[src/rtl/rrp_pkg.sv]
// Package: shared constants and types for the read response parser.
// Assumes 32-bit reply words and a 16-bit long-reply byte count.
package rrp_pkg;

    localparam int WORD_W = 32;
    localparam int BYTE_W = 8;
    localparam int LEN_W  = 16;
    localparam int DT_W   = 6;
    localparam int NW_W   = LEN_W - 1;

    localparam logic [DT_W-1:0] DT_ACK       = 6'h02;
    localparam logic [DT_W-1:0] DT_SHORT1    = 6'h21;
    localparam logic [DT_W-1:0] DT_SHORT2    = 6'h22;
    localparam logic [DT_W-1:0] DT_LONG_GEN  = 6'h1A;
    localparam logic [DT_W-1:0] DT_LONG_DCS  = 6'h1C;

    // Error bits that indicate a failed or unreliable exchange.
    localparam logic [15:0] FATAL_MASK  = 16'hAAF8;
    localparam int          ECC_FIX_BIT = 8;

    typedef enum logic [2:0] {
        K_ACK,
        K_SHORT1,
        K_SHORT2,
        K_LONG,
        K_UNKNOWN
    } rrp_kind_e;

    typedef enum logic [1:0] {
        ST_IDLE,
        ST_PAYLOAD,
        ST_DISCARD
    } rrp_state_e;

endpackage

[src/rtl/rrp_hdr_decode.sv]
// Module: rrp_hdr_decode
// Purely combinational header decode. Classifies the data type,
// extracts the long-reply byte count, and computes the delivered
// byte budget and the number of payload words to follow.
// Assumes the input word is a header; the caller qualifies its use.
module rrp_hdr_decode
    import rrp_pkg::*;
(
    input  logic [WORD_W-1:0] hdr,
    input  logic [LEN_W-1:0]  max_len,
    output rrp_kind_e         kind,
    output logic [LEN_W-1:0]  budget,
    output logic [NW_W-1:0]   n_words
);

    logic [LEN_W-1:0] size;
    logic [LEN_W-1:0] wc;
    logic [LEN_W:0]   wc_round;

    // Byte count is split over two header bytes, low byte first.
    assign wc       = {hdr[23:16], hdr[15:8]};
    assign wc_round = {1'b0, wc} + (LEN_W+1)'(3);

    // Classify the data type and pick the reply's natural size.
    always_comb begin
        kind    = K_UNKNOWN;
        size    = '0;
        n_words = '0;
        case (hdr[DT_W-1:0])
            DT_ACK:      kind = K_ACK;
            DT_SHORT1: begin
                kind = K_SHORT1;
                size = LEN_W'(1);
            end
            DT_SHORT2: begin
                kind = K_SHORT2;
                size = LEN_W'(2);
            end
            DT_LONG_GEN, DT_LONG_DCS: begin
                kind    = K_LONG;
                size    = wc;
                n_words = wc_round[LEN_W:2];
            end
            default:     kind = K_UNKNOWN;
        endcase
    end

    // Delivered size is the smaller of natural size and requester limit.
    assign budget = (size < max_len) ? size : max_len;

endmodule

[src/rtl/rrp_unpack.sv]
// Module: rrp_unpack
// Byte unpacker with a per-reply byte budget. A loaded word is shifted
// out least significant byte first, one byte per cycle, for at most
// min(bytes per word, remaining budget) bytes. Busy while bytes remain.
// Assumes bud_set and ld are only raised while the unpacker is idle.
module rrp_unpack
    import rrp_pkg::*;
(
    input  logic              clk,
    input  logic              rst_n,
    input  logic              bud_set,
    input  logic [LEN_W-1:0]  bud_val,
    input  logic              ld,
    input  logic [WORD_W-1:0] ld_word,
    output logic              idle,
    output logic              byte_valid,
    output logic [BYTE_W-1:0] byte_data,
    output logic              byte_last
);

    localparam int BPW  = WORD_W / BYTE_W;
    localparam int NL_W = $clog2(BPW + 1);

    logic [WORD_W-1:0] sh;
    logic [NL_W-1:0]   nleft;
    logic [LEN_W-1:0]  budget;
    logic [LEN_W-1:0]  base;
    logic [NL_W-1:0]   take;

    // Budget seen by a load in this cycle (new reply or ongoing one).
    assign base = bud_set ? bud_val : budget;
    assign take = (base < LEN_W'(BPW)) ? base[NL_W-1:0] : NL_W'(BPW);

    // Load a word, or shift out one byte and consume one unit of budget.
    always_ff @(posedge clk) begin
        if (!rst_n) begin
            sh     <= '0;
            nleft  <= '0;
            budget <= '0;
        end else begin
            if (bud_set) begin
                budget <= bud_val;
            end
            if (ld) begin
                sh    <= ld_word;
                nleft <= take;
            end else if (nleft != '0) begin
                sh     <= sh >> BYTE_W;
                nleft  <= nleft - 1'b1;
                budget <= budget - 1'b1;
            end
        end
    end

    assign idle       = (nleft == '0);
    assign byte_valid = !idle;
    assign byte_data  = sh[BYTE_W-1:0];
    assign byte_last  = byte_valid && (budget == LEN_W'(1));

endmodule

[src/rtl/rrp_ctrl.sv]
// Module: rrp_ctrl
// Reply sequencing: takes headers, tracks payload words still owed,
// discards the rest of an unrecognised reply, registers acknowledge
// results and pulses, and keeps the saturating per-reply word count.
// Assumes in_ready comes from the unpacker being idle.
module rrp_ctrl
    import rrp_pkg::*;
#(
    parameter int CNT_W = 5
) (
    input  logic              clk,
    input  logic              rst_n,
    input  logic              in_valid,
    input  logic              in_sop,
    input  logic [WORD_W-1:0] in_data,
    input  logic              in_ready,
    input  rrp_kind_e         kind,
    input  logic [LEN_W-1:0]  dec_budget,
    input  logic [NW_W-1:0]   dec_words,
    output logic              bud_set,
    output logic [LEN_W-1:0]  bud_val,
    output logic              ld,
    output logic [WORD_W-1:0] ld_word,
    output logic              ack_valid,
    output logic [15:0]       ack_err,
    output logic              ack_fatal,
    output logic              ack_ecc_fixed,
    output logic              type_err,
    output logic              resp_done,
    output logic [CNT_W-1:0]  word_cnt
);

    rrp_state_e      state;
    logic [NW_W-1:0] words_left;
    logic            accept;
    logic            hdr_take;
    logic            pay_take;
    logic            disc_take;
    logic            is_short;
    logic            last_pay;
    logic [15:0]     err_in;

    // Classify the word taken this cycle.
    assign accept    = in_valid && in_ready;
    assign hdr_take  = accept && in_sop && (state != ST_PAYLOAD);
    assign pay_take  = accept && (state == ST_PAYLOAD);
    assign disc_take = accept && !in_sop && (state == ST_DISCARD);
    assign is_short  = (kind == K_SHORT1) || (kind == K_SHORT2);
    assign last_pay  = pay_take && (words_left == NW_W'(1));
    assign err_in    = in_data[23:8];

    // Drive the unpacker: budget on headers, data on short headers and payload.
    always_comb begin
        bud_set = hdr_take;
        bud_val = (is_short || kind == K_LONG) ? dec_budget : '0;
        ld      = (hdr_take && is_short) || pay_take;
        ld_word = pay_take ? in_data : {{BYTE_W{1'b0}}, in_data[WORD_W-1:BYTE_W]};
    end

    // Reply state and the count of payload words still owed.
    always_ff @(posedge clk) begin
        if (!rst_n) begin
            state      <= ST_IDLE;
            words_left <= '0;
        end else if (hdr_take) begin
            words_left <= dec_words;
            case (kind)
                K_LONG:    state <= (dec_words != '0) ? ST_PAYLOAD : ST_IDLE;
                K_UNKNOWN: state <= ST_DISCARD;
                default:   state <= ST_IDLE;
            endcase
        end else if (pay_take) begin
            words_left <= words_left - 1'b1;
            if (last_pay) begin
                state <= ST_IDLE;
            end
        end
    end

    // Saturating count of words taken for the current reply.
    always_ff @(posedge clk) begin
        if (!rst_n) begin
            word_cnt <= '0;
        end else if (hdr_take) begin
            word_cnt <= CNT_W'(1);
        end else if ((pay_take || disc_take) && (word_cnt != '1)) begin
            word_cnt <= word_cnt + 1'b1;
        end
    end

    // Acknowledge bitmap and its summary flags, held until the next one.
    always_ff @(posedge clk) begin
        if (!rst_n) begin
            ack_err       <= '0;
            ack_fatal     <= 1'b0;
            ack_ecc_fixed <= 1'b0;
        end else if (hdr_take && kind == K_ACK) begin
            ack_err       <= err_in;
            ack_fatal     <= |(err_in & FATAL_MASK);
            ack_ecc_fixed <= err_in[ECC_FIX_BIT];
        end
    end

    // One-cycle event pulses.
    always_ff @(posedge clk) begin
        if (!rst_n) begin
            ack_valid <= 1'b0;
            type_err  <= 1'b0;
            resp_done <= 1'b0;
        end else begin
            ack_valid <= hdr_take && (kind == K_ACK);
            type_err  <= hdr_take && (kind == K_UNKNOWN);
            resp_done <= (hdr_take && (kind == K_ACK || is_short ||
                          (kind == K_LONG && dec_words == '0))) || last_pay;
        end
    end

endmodule

[src/rtl/rd_resp_parser.sv]
// Module: rd_resp_parser (top)
// Parses peripheral read replies from a 32-bit word stream into
// acknowledge results and a truncated byte stream.
// Assumes the source marks the first word of each reply with in_sop
// and does not change a held word until it is accepted.
module rd_resp_parser
    import rrp_pkg::*;
#(
    parameter int CNT_W = 5
) (
    input  logic              clk,
    input  logic              rst_n,
    input  logic              in_valid,
    input  logic              in_sop,
    input  logic [31:0]       in_data,
    output logic              in_ready,
    input  logic [15:0]       max_len,
    output logic              byte_valid,
    output logic [7:0]        byte_data,
    output logic              byte_last,
    output logic              ack_valid,
    output logic [15:0]       ack_err,
    output logic              ack_fatal,
    output logic              ack_ecc_fixed,
    output logic              type_err,
    output logic              resp_done,
    output logic [CNT_W-1:0]  word_cnt
);

    rrp_kind_e         kind;
    logic [LEN_W-1:0]  dec_budget;
    logic [NW_W-1:0]   dec_words;
    logic              bud_set;
    logic [LEN_W-1:0]  bud_val;
    logic              ld;
    logic [WORD_W-1:0] ld_word;
    logic              up_idle;

    rrp_hdr_decode u_dec (
        .hdr     (in_data),
        .max_len (max_len),
        .kind    (kind),
        .budget  (dec_budget),
        .n_words (dec_words)
    );

    rrp_ctrl #(.CNT_W(CNT_W)) u_ctrl (
        .clk           (clk),
        .rst_n         (rst_n),
        .in_valid      (in_valid),
        .in_sop        (in_sop),
        .in_data       (in_data),
        .in_ready      (in_ready),
        .kind          (kind),
        .dec_budget    (dec_budget),
        .dec_words     (dec_words),
        .bud_set       (bud_set),
        .bud_val       (bud_val),
        .ld            (ld),
        .ld_word       (ld_word),
        .ack_valid     (ack_valid),
        .ack_err       (ack_err),
        .ack_fatal     (ack_fatal),
        .ack_ecc_fixed (ack_ecc_fixed),
        .type_err      (type_err),
        .resp_done     (resp_done),
        .word_cnt      (word_cnt)
    );

    rrp_unpack u_unpack (
        .clk        (clk),
        .rst_n      (rst_n),
        .bud_set    (bud_set),
        .bud_val    (bud_val),
        .ld         (ld),
        .ld_word    (ld_word),
        .idle       (up_idle),
        .byte_valid (byte_valid),
        .byte_data  (byte_data),
        .byte_last  (byte_last)
    );

    assign in_ready = up_idle;

endmodule

[config.mk]
export PLATFORM = sky130hd
export DESIGN_NAME = rd_resp_parser
export DESIGN_NICKNAME = d
export VERILOG_FILES = /design/src/rtl/rrp_pkg.sv /design/src/rtl/rrp_hdr_decode.sv /design/src/rtl/rrp_unpack.sv /design/src/rtl/rrp_ctrl.sv /design/src/rtl/rd_resp_parser.sv
export SDC_FILE = /design/constraint.sdc
export NUM_CORES = 1
export LEC_CHECK = 0
export CAP_MARGIN = 25
export CORE_MARGIN = 2
export CORE_UTILIZATION = 56
export DETAILED_ROUTE_END_ITERATION = 6
export PLACE_DENSITY_LB_ADDON = 0.12
export SLEW_MARGIN = 30
export SYNTH_ARGS = -nofsm -noshare
export SYNTH_HDL_FRONTEND = slang
export SYNTH_HIERARCHICAL = 1
export SYNTH_SLANG_ARGS = --single-unit
export TNS_END_PERCENT = 50
[constraint.sdc]
create_clock -name clk -period 5.15 [get_ports clk]
set_input_delay 0.7725 -clock clk [delete_from_list [all_inputs] [get_ports clk]]
set_output_delay 0.7725 -clock clk [all_outputs]
set_load 0.02 [all_outputs]
# --- Word level (Yosys, flattened, before mapping) ---
# Cells that the tools add are included.
word_totals:
  ff_bits: 94
  in_bits: 52
  word_cells: 95
op_classes:
  n_addsub: 5
  order_cmp: 2
  eq_ne: 15
  muxes: 23
  bitwise: 1
  n_reduce_logical: 36
ops:
  columns: ["operator", "n"]
  rows:
  - ["32-bit two-way mux", 3]
  - ["16-bit two-way mux", 5]
  - ["16-bit case mux with 3 select lines", 1]
  - ["15-bit two-way mux", 3]
  - ["16-bit by 2-bit adder with 17-bit output (second input constant)", 1]
  - ["16-bit by 1-bit == test with 1-bit output (second input constant)", 1]
  - ["16-bit less-than comparator", 1]
  - ["16-bit by 3-bit less-than comparator with 1-bit output (second input constant)", 1]
  - ["16-bit by 1-bit subtractor with 16-bit output (second input constant)", 1]
  - ["15-bit by 1-bit == test with 1-bit output (second input constant)", 1]
  - ["15-bit zero test", 1]
  - ["15-bit nonzero test", 1]
  - ["15-bit by 1-bit subtractor with 15-bit output (second input constant)", 1]
  - ["1-bit logical AND", 14]
  - ["6-bit by 5-bit == test with 1-bit output (second input constant)", 2]
  - ["6-bit == test (second input constant)", 2]
  - ["3-bit case mux with 4 select lines", 1]
  - ["3-bit two-way mux", 3]
  - ["9-bit OR reduction", 1]
  - ["2-bit nonzero test", 4]
  - ["1-bit logical OR", 7]
  - ["3-bit by 2-bit == test with 1-bit output (second input constant)", 2]
  - ["6-bit by 2-bit == test with 1-bit output (second input constant)", 1]
  - ["3-bit zero test", 2]
  - ["other kinds (16)", 22]

# --- Logic depth before layout (Yosys ltp) ---
# Gate-level depths: netlist (run 1).
depth:
  depth_word: 11
  depth_mapped: 17
  mapped_depth_nobuf: 15

# --- Hierarchy ---
# Netlist (run 1), hierarchy kept.
by_module_without_submodules:
  columns: ["mod", "instances", "cells_each", "area_each_um2"]
  rows:
  - ["rrp_unpack", 1, 324, 2645.0]
  - ["rrp_ctrl", 1, 359, 2562.5]
  - ["rrp_hdr_decode", 1, 156, 1144.8]

# --- Worst setup path after synthesis (run 1) ---
# OpenSTA, ideal clock, no wires.
synth_path:
  path_kind: "input port to flip-flop"
  start: "in in_data[5]"
  end: "reg u_unpack.nleft[1]"
  t_arrival_ps: 4022
  required_time_ps: 5091
  slack_ps: 1069
  path_stages: 17
  n_path_buf: 2
  cell_sequence: "nand3b_1 > nor3_2 > clkbuf_1 > and2_1 > ha_1 > a21o_1 > nand3_1 > a21oi_1 > a211oi_1 > o21a_4 > buf_12 > mux2_4 > and2_1 > nor4_1 > mux2i_1 > nor3_1 > a22o_1"
synth_via:
  word_cells_on_any_way: 23
  cone_classes: "2 x order compare; 8 x eq/ne; 7 x mux; 6 x reduce/logical"
synth_rtl:
  columns: ["item", "line_no", "text"]
  rows:
  - ["from (decl)", "rd_resp_parser.sv:15", "input logic [31:0] in_data,"]
  - ["6-bit by 5-bit == test with 1-bit output", "rrp_hdr_decode.sv:29", "case (hdr[DT_W-1:0])"]
  - ["2-bit OR reduction", "rrp_hdr_decode.sv:29", null]
  - ["16-bit case mux with 3 select lines (*)", "rrp_hdr_decode.sv:29", null]
  - ["16-bit less-than comparator", "rrp_hdr_decode.sv:49", "assign budget = (size < max_len) ? size : max_len;"]
  - ["16-bit two-way mux (*)", "rrp_hdr_decode.sv:49", null]
  - ["net dec_budget[9]", "rd_resp_parser.sv:31", "logic [LEN_W-1:0] dec_budget;"]
  - ["16-bit two-way mux (*)", "rrp_ctrl.sv:55", "bud_val = (is_short || kind == K_LONG) ? dec_budget : '0;"]
  - ["net bud_val[9]", "rd_resp_parser.sv:34", "logic [LEN_W-1:0] bud_val;"]
  - ["16-bit two-way mux (*)", "rrp_unpack.sv:31", "assign base = bud_set ? bud_val : budget;"]
  - ["16-bit by 3-bit less-than comparator with 1-bit output (*)", "rrp_unpack.sv:32", "assign take = (base < LEN_W'(BPW)) ? base[NL_W-1:0] : NL_W'(BPW);"]
  - ["3-bit two-way mux (*)", "rrp_unpack.sv:32", null]
  - ["3-bit two-way mux (*)", "rrp_unpack.sv:44", "if (ld) begin"]
  - ["to (signal assigned)", "rrp_unpack.sv:46", "nleft <= take;"]
  - ["to (signal assigned)", "rrp_unpack.sv:49", "nleft <= nleft - 1'b1;"]
  - ["to (decl)", "rrp_unpack.sv:25", "logic [NL_W-1:0] nleft;"]
# Mark *: on every way through the listed nets, which the timed path passes. The rest lies on a longest branch.
# A chain may end at the register's enable or synchronous reset.

# --- Final worst setup path (run 1) ---
layout_path:
  start: "in in_data[2]"
  end: "reg u_unpack.nleft[1]"
# Same word-level chain as after synthesis.

==> results of run 1 <==
==> cells in the final DEF (no fill, tap or decap), types with 13 or more instances in the layout <==
| master | instances |
|---|---|
| o21ai_0 | 14 |
| nor2_1 | 70 |
| a21oi_1 | 48 |
| and2_1 | 27 |
| clkdlybuf4s50_1 | 88 |
| ha_1 | 23 |
| dfxtp_1 | 93 |
| a311oi_1 | 28 |
| nor4_1 | 13 |
| nor3_1 | 27 |
| inv_1 | 32 |
| and3_1 | 16 |
| nand3_1 | 15 |
| nand2_1 | 179 |
| buf_4 | 19 |
==> tightest hold or removal path, stage by stage (launching register included) <==
cell and delay, ps:
dfxtp_1 310, nand2_1 50, a21oi_1 50
==> layout make-up <==
| class | count | area (um2) |
|---|---|---|
| flip-flops and latches | 93 | 1860 |
| repair buffers | 107 | 1020 |
| inverters | 36 | 135 |
| well taps | 140 | 175 |
| clock inverters | 7 | 80.1 |
| fillers | 906 | 3350 |
| multi-input cells | 655 | 4080 |
| clock buffers | 9 | 225 |
==> sequential cells by signal (all words and copies together) (netlist names) <==
signal	flops
u_ctrl/word_cnt	5
u_unpack/budget	16
u_ctrl/ack_fatal	1
u_unpack/sh	32
u_ctrl/state	2
u_ctrl/words_left	15
u_ctrl/ack_err	16
u_ctrl/type_err	1
u_ctrl/ack_valid	1
u_ctrl/resp_done	1
u_unpack/nleft	3
==> per-layer routing <==
layer / GRT usage [%] / vias to the layer above / share of wire, %
met1: 40.7 / 2959 / 43
met4: 12.0 / 0 / 2.2
met3: 4.88 / 31 / 7.3
met2: 50.1 / 264 / 48
li1: - / 3116 / -
met5: 0 / - / 0
==> stage by stage <==
step	area (um2)	utilization, %
after CTS	7580	69.3
after global routing	7580	69.3
after floorplan	6350	-
final	7580	69.3
after global placement	7270	66.5
after detailed placement	7280	66.6
==> cells in the mapped netlist (all sizes together), types with 3 or more instances <==
cell      n
nand2   180
dfxtp    93
nor2     71
a21oi    48
inv      35
and2     34
nor3     30
buf      29
a311oi   28
clkbuf   26
ha       23
o21ai    21
mux2     17
and3     16
nand3    15
nor4     15
mux2i    12
nand4    11
xnor2    11
a211oi   10
or3       8
a22oi     6
a31oi     6
nor4b     6
a32oi     5
nand2b    5
o21a      5
or4       5
xor2      5
a21o      4
a22o      4
and4      4
o311ai    4
o31ai     4
a211o     3
nand3b    3
nor2b     3
nor3b     3
or3b      3
==> cell families (layout without fill, tap and decap cells) <==
family                     after synthesis  after routing
muxes                                   29             29
and+or+nand+nor                        415            415
xor gates and xnor gates                16             16
AOI/OAI and AO/OA                      172            172
DFF                                     93             93
buffers and inverters                   91            159
adders and majority gates               23             23
==> power by group <==
part	leakage [nW]	internal, mW	total (mW)	switching, mW
sequential	0.752	0.774	0.842	0.0678
clock	0.146	0.345	0.673	0.327
combinational	2.01	0.296	0.819	0.522
total	2.91	1.42	2.33	0.918
==> worst max path at each step <==
stage / to
floorplan: u_unpack/nleft[1]$_SDFFE_PN0P_
global placement: u_unpack/nleft[1]$_SDFFE_PN0P_
detailed placement: u_unpack/nleft[1]$_SDFFE_PN0P_
CTS: u_unpack/nleft[1]$_SDFFE_PN0P_
global route: u_unpack/nleft[0]$_SDFFE_PN0P_
finish: u_unpack/nleft[1]$_SDFFE_PN0P_
==> flow_summary.yaml, run 1 <==
cts:
  clk_path_buf_depth: 2
  tritoncts: "built"
  cts.clk_slew.worst_paths_ps: 70
  ctsHoldBuffers: 0
  clk_latency_ps: 360
  cts_sinks: 93
  htreeDepth: 3
  cts.repair.resized: 0
  cts_root_buf: "clkbuf_16"
  postCtsSetupRepairBufs: 0
  cts_buffers: 9
worst_hold_path:
  min_to: "u_ctrl/ack_err[7]$_SDFFE_PN0P_"
  min_from: "u_ctrl/ack_err[7]$_SDFFE_PN0P_"
  hold_class: "register to register"
  hold_depth: 2
placed_design:
  dp.cells: 1031
  gp_congestion: 0.943
  port_buffers: 88
  hpwl_mm: 13.9
  dpl_worst_slack_ps: 373
finish:
  stdcell_count: 1047
  drive_gt1_share_pct: 9.15
  n_antenna_cell: 0
  layout.nets: 977
  syn_to_final_growth_pct: 19.4
sta:
  hold_viol: 0
  setup_viol: 0
  layout_setup_ws_ps: 652
  post-route-period-util_pct: 87.3
  finalMaxSlewViolations: 0
  max_clock_freq_mhz: 222
  worst_pin_slew_ps: 956
  relSlewSlack_pct: 36.2
  skew_ps: 10.8
  holdWs_ps: 451
  layout_min_cycle_time_ps: 4500
  rsz0062_at_grt: "no"
  setup_tns_ps: 0
worst_setup_path:
  r2r-end: "u_unpack/budget[11]$_SDFF_PN0_"
  worst_path_max_delay_cell: "clkdlybuf4s50_1"
  path_cells: "clkdlybuf4s50_1, xnor2_1, nor3_2, buf_4, and2_2, ha_1, a21o_1, a21oi_1, and3_1, o21a_1, o21a_4, mux2_4, and2_1, nor4b_1, nand3_1, o21ai_1, a22o_1"
  end_kind: "register"
  reg2reg_slack_ps: 1840
  required_ps: 5440
  crit_path_start: "in_data[2]"
  path_max_fanout: 17
  cp-start-kind: "input port"
  r2r.worst_path.cells: 10
  crit_family: "compound AO/OA/AOI/OAI gates"
  worstSetupPathType: "input port to register"
  crit_cells: 17
  rr_startpoint: "u_unpack/nleft[0]$_SDFFE_PN0P_"
  crit_buf_inv: 2
  critPathArrivalTime_ps: 4790
  crit_path_max_incr_delay_ps: 520
floorplanning:
  dieArea_um2: 12200
  die_h_um: 111
  ios: 89
  die-width_um: 111
  placementRows: 38
  core-area_um2: 10900
  start_util_pct: 58.1
global_routing:
  grt_pass1_vias: 6039
  grt_overflow_total: 0
  grt_pass1_wl_mm: 30.8
  track_usage_pct: 30.7
  grt_max_degree: 50
  grt_antenna_before_repair: 0
routing:
  drt_iter0_drc: 731
  via_count: 6370
  routed_via_density: 6.08
  drc: 0
  wl_per_cell_um: 18.1
  drt-pass1-iter-count: 6
  wl_mm: 18.9
  ant_nets: 0
synth:
  synthCells: 839
  synthMuxAreaShare_pct: 5.50
  synth_edf_count: 0
  yosysWarnings: 6
  avgSynthCellArea_um2: 7.57
  yosys.area_share.simple_pct: 32.4
  synth_seq_cells: 93
  synth-compound-area-share_pct: 19.6
  synthAdderAreaFrac_pct: 4.53
  syn-cell-area_um2: 6350
  yosys-top-cells-area: "dfxtp_1 29%, nand2_1 11%, ha_1 4.5%"
  synth_xor_xnor_area_share_pct: 2.21
  syn-num-nets: 914
  ys_async_sr_fraction_pct: 0
  synth_top_area_cell: "dfxtp_1"
  synthDistinctLibCells: 82
  synth_top_family_by_area: "simple AND/OR/NAND/NOR gates"
  ys_seq_area_share_pct: 29.3
  yosysTopAreaCellShare_pct: 29.3
  synth_ff_type: "dfxtp_1"
pwr:
  irDropWorstVdd_mv: 0.264
  p_per_area_nw_per_um2: 308
  leakage_nw: 2.91
  p_total_mw: 2.33
run_status:
  status: "complete, no violations"
job:
  maxCapViolations: 0
Note: power is estimated with default switching activity, not from simulation.
==> run 2: changes to the inputs <==
--- a/config.mk
+++ b/config.mk
@@ -7,10 +7,9 @@
 export LEC_CHECK = 0
 export CAP_MARGIN = 25
 export CORE_MARGIN = 2
-export CORE_UTILIZATION = 56
+export CORE_UTILIZATION = 34
 export DETAILED_ROUTE_END_ITERATION = 6
 export PLACE_DENSITY_LB_ADDON = 0.12
-export SLEW_MARGIN = 30
 export SYNTH_ARGS = -nofsm -noshare
 export SYNTH_HDL_FRONTEND = slang
 export SYNTH_HIERARCHICAL = 1
==> constraint.sdc (replaced) <==
create_clock -name clk -period 4.65 [get_ports clk]
set_input_delay 0.6975 -clock clk [delete_from_list [all_inputs] [get_ports clk]]
set_output_delay 0.6975 -clock clk [all_outputs]
set_load 0.02 [all_outputs]
==> run 2 against run 1 <==
Clock-buffer cell count increased by 2. Register-to-register slack got worse by 630 ps. Critical path type unchanged. Sequential cell count unchanged. Setup slack got worse by 260 ps. Largest cell class unchanged.
==> flow_summary.yaml, run 2 (same netlist as run 1, synthesis figures left out) <==
floorplanning:
  start_util_pct: 35.0
  ios: 89
  die_h_um: 141
  dieArea_um2: 19800
  placementRows: 49
  die-width_um: 141
  core-area_um2: 18100
global_routing:
  grt_antenna_before_repair: 0
  grt_pass1_wl_mm: 33.3
  grt_overflow_total: 0
  grt_pass1_vias: 6075
  grt_max_degree: 50
  track_usage_pct: 21.2
finish:
  fillers: 1893
  final_area_um2: 8070
  postLayoutCoreUtil_pct: 44.5
  max_flop_register: "u_unpack/sh"
  final_cell_mix: "179 x nand2_1, 93 x dfxtp_1, 88 x clkdlybuf4s50_1"
  n_antenna_cell: 0
  largest_reg_flops: 32
  drive_gt1_share_pct: 13.4
  layout.nets: 1025
  syn_to_final_growth_pct: 27.0
  top_regs: "u_unpack/sh: 32 flops, u_ctrl/ack_err: 16 flops, u_unpack/budget: 16 flops"
  stdcell_count: 1183
  final_common_cell: "nand2_1"
sta:
  setup_tns_ps: 0
  hold_viol: 0
  finalMaxSlewViolations: 0
  max_clock_freq_mhz: 235
  rsz0062_at_grt: "no"
  relSlewSlack_pct: 48.1
  post-route-period-util_pct: 91.5
  skew_ps: 6.54
  worst_pin_slew_ps: 775
  layout_min_cycle_time_ps: 4260
  setup_viol: 0
  layout_setup_ws_ps: 394
job:
  maxCapViolations: 0
cts:
  postCtsSetupRepairBufs: 0
  cts_root_buf: "clkbuf_16"
  cts_buffers: 9
  clk_path_buf_depth: 2
  tritoncts: "built"
  cts.clk_slew.worst_paths_ps: 60
  htreeDepth: 3
  clk_latency_ps: 350
  ctsHoldBuffers: 0
  cts_sinks: 93
  cts.repair.resized: 0
worst_setup_path:
  worstSetupPathType: "input port to register"
  cp-start-kind: "input port"
  path_max_fanout: 17
  r2r.worst_path.cells: 10
  required_ps: 4950
  critPathArrivalTime_ps: 4550
  end_kind: "register"
  reg2reg_slack_ps: 1210
  rr_startpoint: "u_unpack/nleft[0]$_SDFFE_PN0P_"
  r2r-end: "u_unpack/budget[12]$_SDFF_PN0_"
  crit_end: "u_unpack/nleft[1]$_SDFFE_PN0P_"
  crit_path_start: "in_data[2]"
pwr:
  irDropWorstVdd_mv: 0.217
  leakage_nw: 3.16
  p_per_area_nw_per_um2: 333
routing:
  drc: 0
  routed_via_density: 5.36
  ant_nets: 0
  drt_iter0_drc: 433
  wl_mm: 21.1
  wl_per_cell_um: 17.8
  drt-pass1-iter-count: 5
  via_count: 6342
placed_design:
  port_buffers: 88
  hpwl_mm: 15.5
  placed_area_um2: 7760
  dpl_worst_slack_ps: 74.2
  dp.cells: 1168
  gp_congestion: 0.843
run_status:
  status: "complete, no violations"
worst_hold_path:
  hold_class: "register to register"
-- run 2: cell type report --
class	instances	area [um2]	area share, %
Clock buffer	11	233	2.88
Clock inverter	4	73.8	0.915
Inverter	36	135	1.67
Multi-Input combinational cell	655	4080	50.6
Sequential cell	93	1860	23.1
Tap cell	229	287	3.55
Timing Repair Buffer	155	1400	17.3
-- run 2: through the flow --
stage	total power, mW	hold WS [ps]
2_1_floorplan	1.56	454
3_3_place_gp	1.91	439
3_5_place_dp	1.90	447
4_1_cts	2.71	457
5_1_grt	2.83	476
6_report	2.68	453
-- run 2: worst min-delay path by stage --
stage	start	endpoint	cells past startpoint
after floorplan	u_unpack/sh[31]$_SDFFE_PN0P_	u_unpack/sh[23]$_SDFFE_PN0P_	2
after global placement	u_ctrl/ack_err[0]$_SDFFE_PN0P_	u_ctrl/ack_err[0]$_SDFFE_PN0P_	2
after detailed placement	u_ctrl/ack_err[3]$_SDFFE_PN0P_	u_ctrl/ack_err[3]$_SDFFE_PN0P_	2
after CTS	u_ctrl/ack_err[15]$_SDFFE_PN0P_	u_ctrl/ack_err[15]$_SDFFE_PN0P_	2
after global routing	u_ctrl/ack_err[15]$_SDFFE_PN0P_	u_ctrl/ack_err[15]$_SDFFE_PN0P_	2
final	u_ctrl/ack_err[15]$_SDFFE_PN0P_	u_ctrl/ack_err[15]$_SDFFE_PN0P_	2
-- run 2: routing by layer --
layer	GRT usage, %	part of all wire [%]	vias to the layer above	wire [um]
met5	0	0	-	0
met4	6.74	1.7	0	352
met2	34.1	45	169	9560
met3	3.57	4.9	20	1040
li1	-	-	3208	-
met1	29.0	48	2945	10100
-- run 2: power by group --
part	total (mW)	leakage, nW	internal, mW	switching [mW]
combinational	0.964	2.26	0.360	0.604
clock	0.788	0.150	0.469	0.319
sequential	0.932	0.752	0.857	0.0742
-- run 2: worst max-delay path, cell delays in order --
cell,delay [ps]
clkdlybuf4s50_1,530
xnor2_1,290
nor3_2,60
buf_4,190
and2_2,210
ha_1,300
a21o_1,170
a21oi_1,190
and3_1,200
o21a_1,140
o21a_4,150
buf_4,160
mux2_4,300
and2_1,150
nor4_1,300
nand3_1,110
o21ai_1,210
a22o_1,200
==> run 3: changes to the inputs <==
--- a/config.mk
+++ b/config.mk
@@ -8,8 +8,10 @@
 export CAP_MARGIN = 25
 export CORE_MARGIN = 2
 export CORE_UTILIZATION = 34
+export CTS_BUF_LIST = sky130_fd_sc_hd__clkbuf_8
 export DETAILED_ROUTE_END_ITERATION = 6
 export PLACE_DENSITY_LB_ADDON = 0.12
+export SKIP_CTS_REPAIR_TIMING = 1
 export SYNTH_ARGS = -nofsm -noshare
 export SYNTH_HDL_FRONTEND = slang
 export SYNTH_HIERARCHICAL = 1
==> run 3 against run 2 <==
Die area stayed put. Final cell count stayed put. Worst hold slack better by 3.8 ps.
==> flow_summary.yaml, run 3 (same netlist as run 1, synthesis figures left out) <==
floorplanning:
  core-area_um2: 18100
  die-width_um: 141
  placementRows: 49
  dieArea_um2: 19800
  ios: 89
  start_util_pct: 35.0
  die_h_um: 141
routing:
  ant_nets: 0
  drt_iter0_drc: 434
  drt-pass1-iter-count: 5
  drc: 0
  routed_via_density: 5.34
  via_count: 6312
  wl_per_cell_um: 17.7
  wl_mm: 20.9
finish:
  final_cell_mix: "179 x nand2_1, 93 x dfxtp_1, 88 x clkdlybuf4s50_1"
  syn_to_final_growth_pct: 25.4
  top_regs: "u_unpack/sh: 32 flops, u_ctrl/ack_err: 16 flops, u_unpack/budget: 16 flops"
  final_common_cell: "nand2_1"
  max_flop_register: "u_unpack/sh"
  n_antenna_cell: 0
  drive_gt1_share_pct: 13.4
  fillers: 1906
  largest_reg_flops: 32
  layout.nets: 1025
worst_setup_path:
  crit_buf_inv: 3
  crit_family: "compound AO/OA/AOI/OAI gates"
  required_ps: 4980
  path_max_fanout: 17
  cp-start-kind: "input port"
  critPathArrivalTime_ps: 4550
  worst_path_max_delay_cell: "clkdlybuf4s50_1"
  crit_path_max_incr_delay_ps: 530
  path_cells: "clkdlybuf4s50_1, xnor2_1, nor3_2, buf_4, and2_2, ha_1, o2111ai_1, a21o_1, a211o_1, o21a_4, buf_12, mux2_4, and2_1, nor4_1, mux2i_1, nor3_1, a22o_1"
  worstSetupPathType: "input port to register"
  end_kind: "register"
cts:
  htreeDepth: 3
  clk_path_buf_depth: 2
  cts_root_buf: "clkbuf_8"
  cts.clk_slew.worst_paths_ps: 90
  cts_sinks: 93
  clk_latency_ps: 380
  tritoncts: "built"
  cts_buffers: 9
sta:
  worst_pin_slew_ps: 784
  post-route-period-util_pct: 90.8
  setup_viol: 0
  rsz0062_at_grt: "no"
  setup_tns_ps: 0
  layout_min_cycle_time_ps: 4220
  max_clock_freq_mhz: 237
  relSlewSlack_pct: 47.4
  skew_ps: 12.9
  layout_setup_ws_ps: 426
  hold_viol: 0
  finalMaxSlewViolations: 0
run_status:
  status: "complete, no violations"
placed_design:
  port_buffers: 88
  gp_congestion: 0.843
  hpwl_mm: 15.5
  dpl_worst_slack_ps: 74.2
global_routing:
  track_usage_pct: 21.0
  grt_max_degree: 50
  grt_overflow_total: 0
  grt_antenna_before_repair: 0
  grt_pass1_wl_mm: 33.2
  grt_pass1_vias: 6082
pwr:
  p_total_mw: 2.48
  leakage_nw: 3.12
  irDropWorstVdd_mv: 0.162
  p_per_area_nw_per_um2: 312
job:
  maxCapViolations: 0
worst_hold_path:
  hold_class: "register to register"
==> run 3: per-stage QoR <==
stage | hold slack (ps) | utilization, % | std cells | cell area, um2
after detailed placement | 447 | 42.8 | 1168 | 7760
after global routing | 480 | 43.9 | 1183 | 7970
after global placement | 439 | 42.8 | 1168 | 7760
final | 457 | 43.9 | 1183 | 7970
after CTS | 461 | 43.9 | 1183 | 7970
after floorplan | 454 | - | 839 | 6350
==> run 3: path summary, 6_finish.rpt <==
path	endpoint	cells after the start	startpoint	slack, ps
worst max register to register	u_unpack/budget[12]$_SDFF_PN0_	10	u_unpack/nleft[0]$_SDFFE_PN0P_	1190
worst min-delay path	u_ctrl/ack_err[15]$_SDFFE_PN0P_	2	u_ctrl/ack_err[15]$_SDFFE_PN0P_	460
worst min register to register	u_ctrl/ack_err[15]$_SDFFE_PN0P_	2	u_ctrl/ack_err[15]$_SDFFE_PN0P_	460
worst max-delay path	u_unpack/nleft[1]$_SDFFE_PN0P_	17	in_data[2]	430
==> run 3: tightest hold or removal path: stages, from the launching register on <==
cell and delay (ps):
dfxtp_1 320, nand2_1 50, a21oi_1 50
==> run 3: where the power goes <==
part           total (mW)  switching [mW]  internal (mW)
registers           0.931          0.0741          0.857
logic               0.961           0.601          0.359
clock network       0.592           0.296          0.296
total                2.48           0.971           1.51
==> run 3: cell type report <==
type                            count  area, um2  area share, %
Clock inverter                      6       81.3           1.02
Timing Repair Buffer              155       1400           17.5
Tap cell                          229        287           3.60
Sequential cell                    93       1860           23.4
Inverter                           36        135           1.70
Clock buffer                        9        124           1.55
Multi-Input combinational cell    655       4080           51.2
==> run 3: per-layer routing <==
layer | global-route usage (%) | routed length, um | vias to the layer above
met5 | 0 | 0 | -
met4 | 5.79 | 305 | 0
met3 | 3.70 | 1020 | 18
met2 | 34.2 | 9600 | 159
met1 | 28.7 | 10000 | 2931
li1 | - | - | 3204
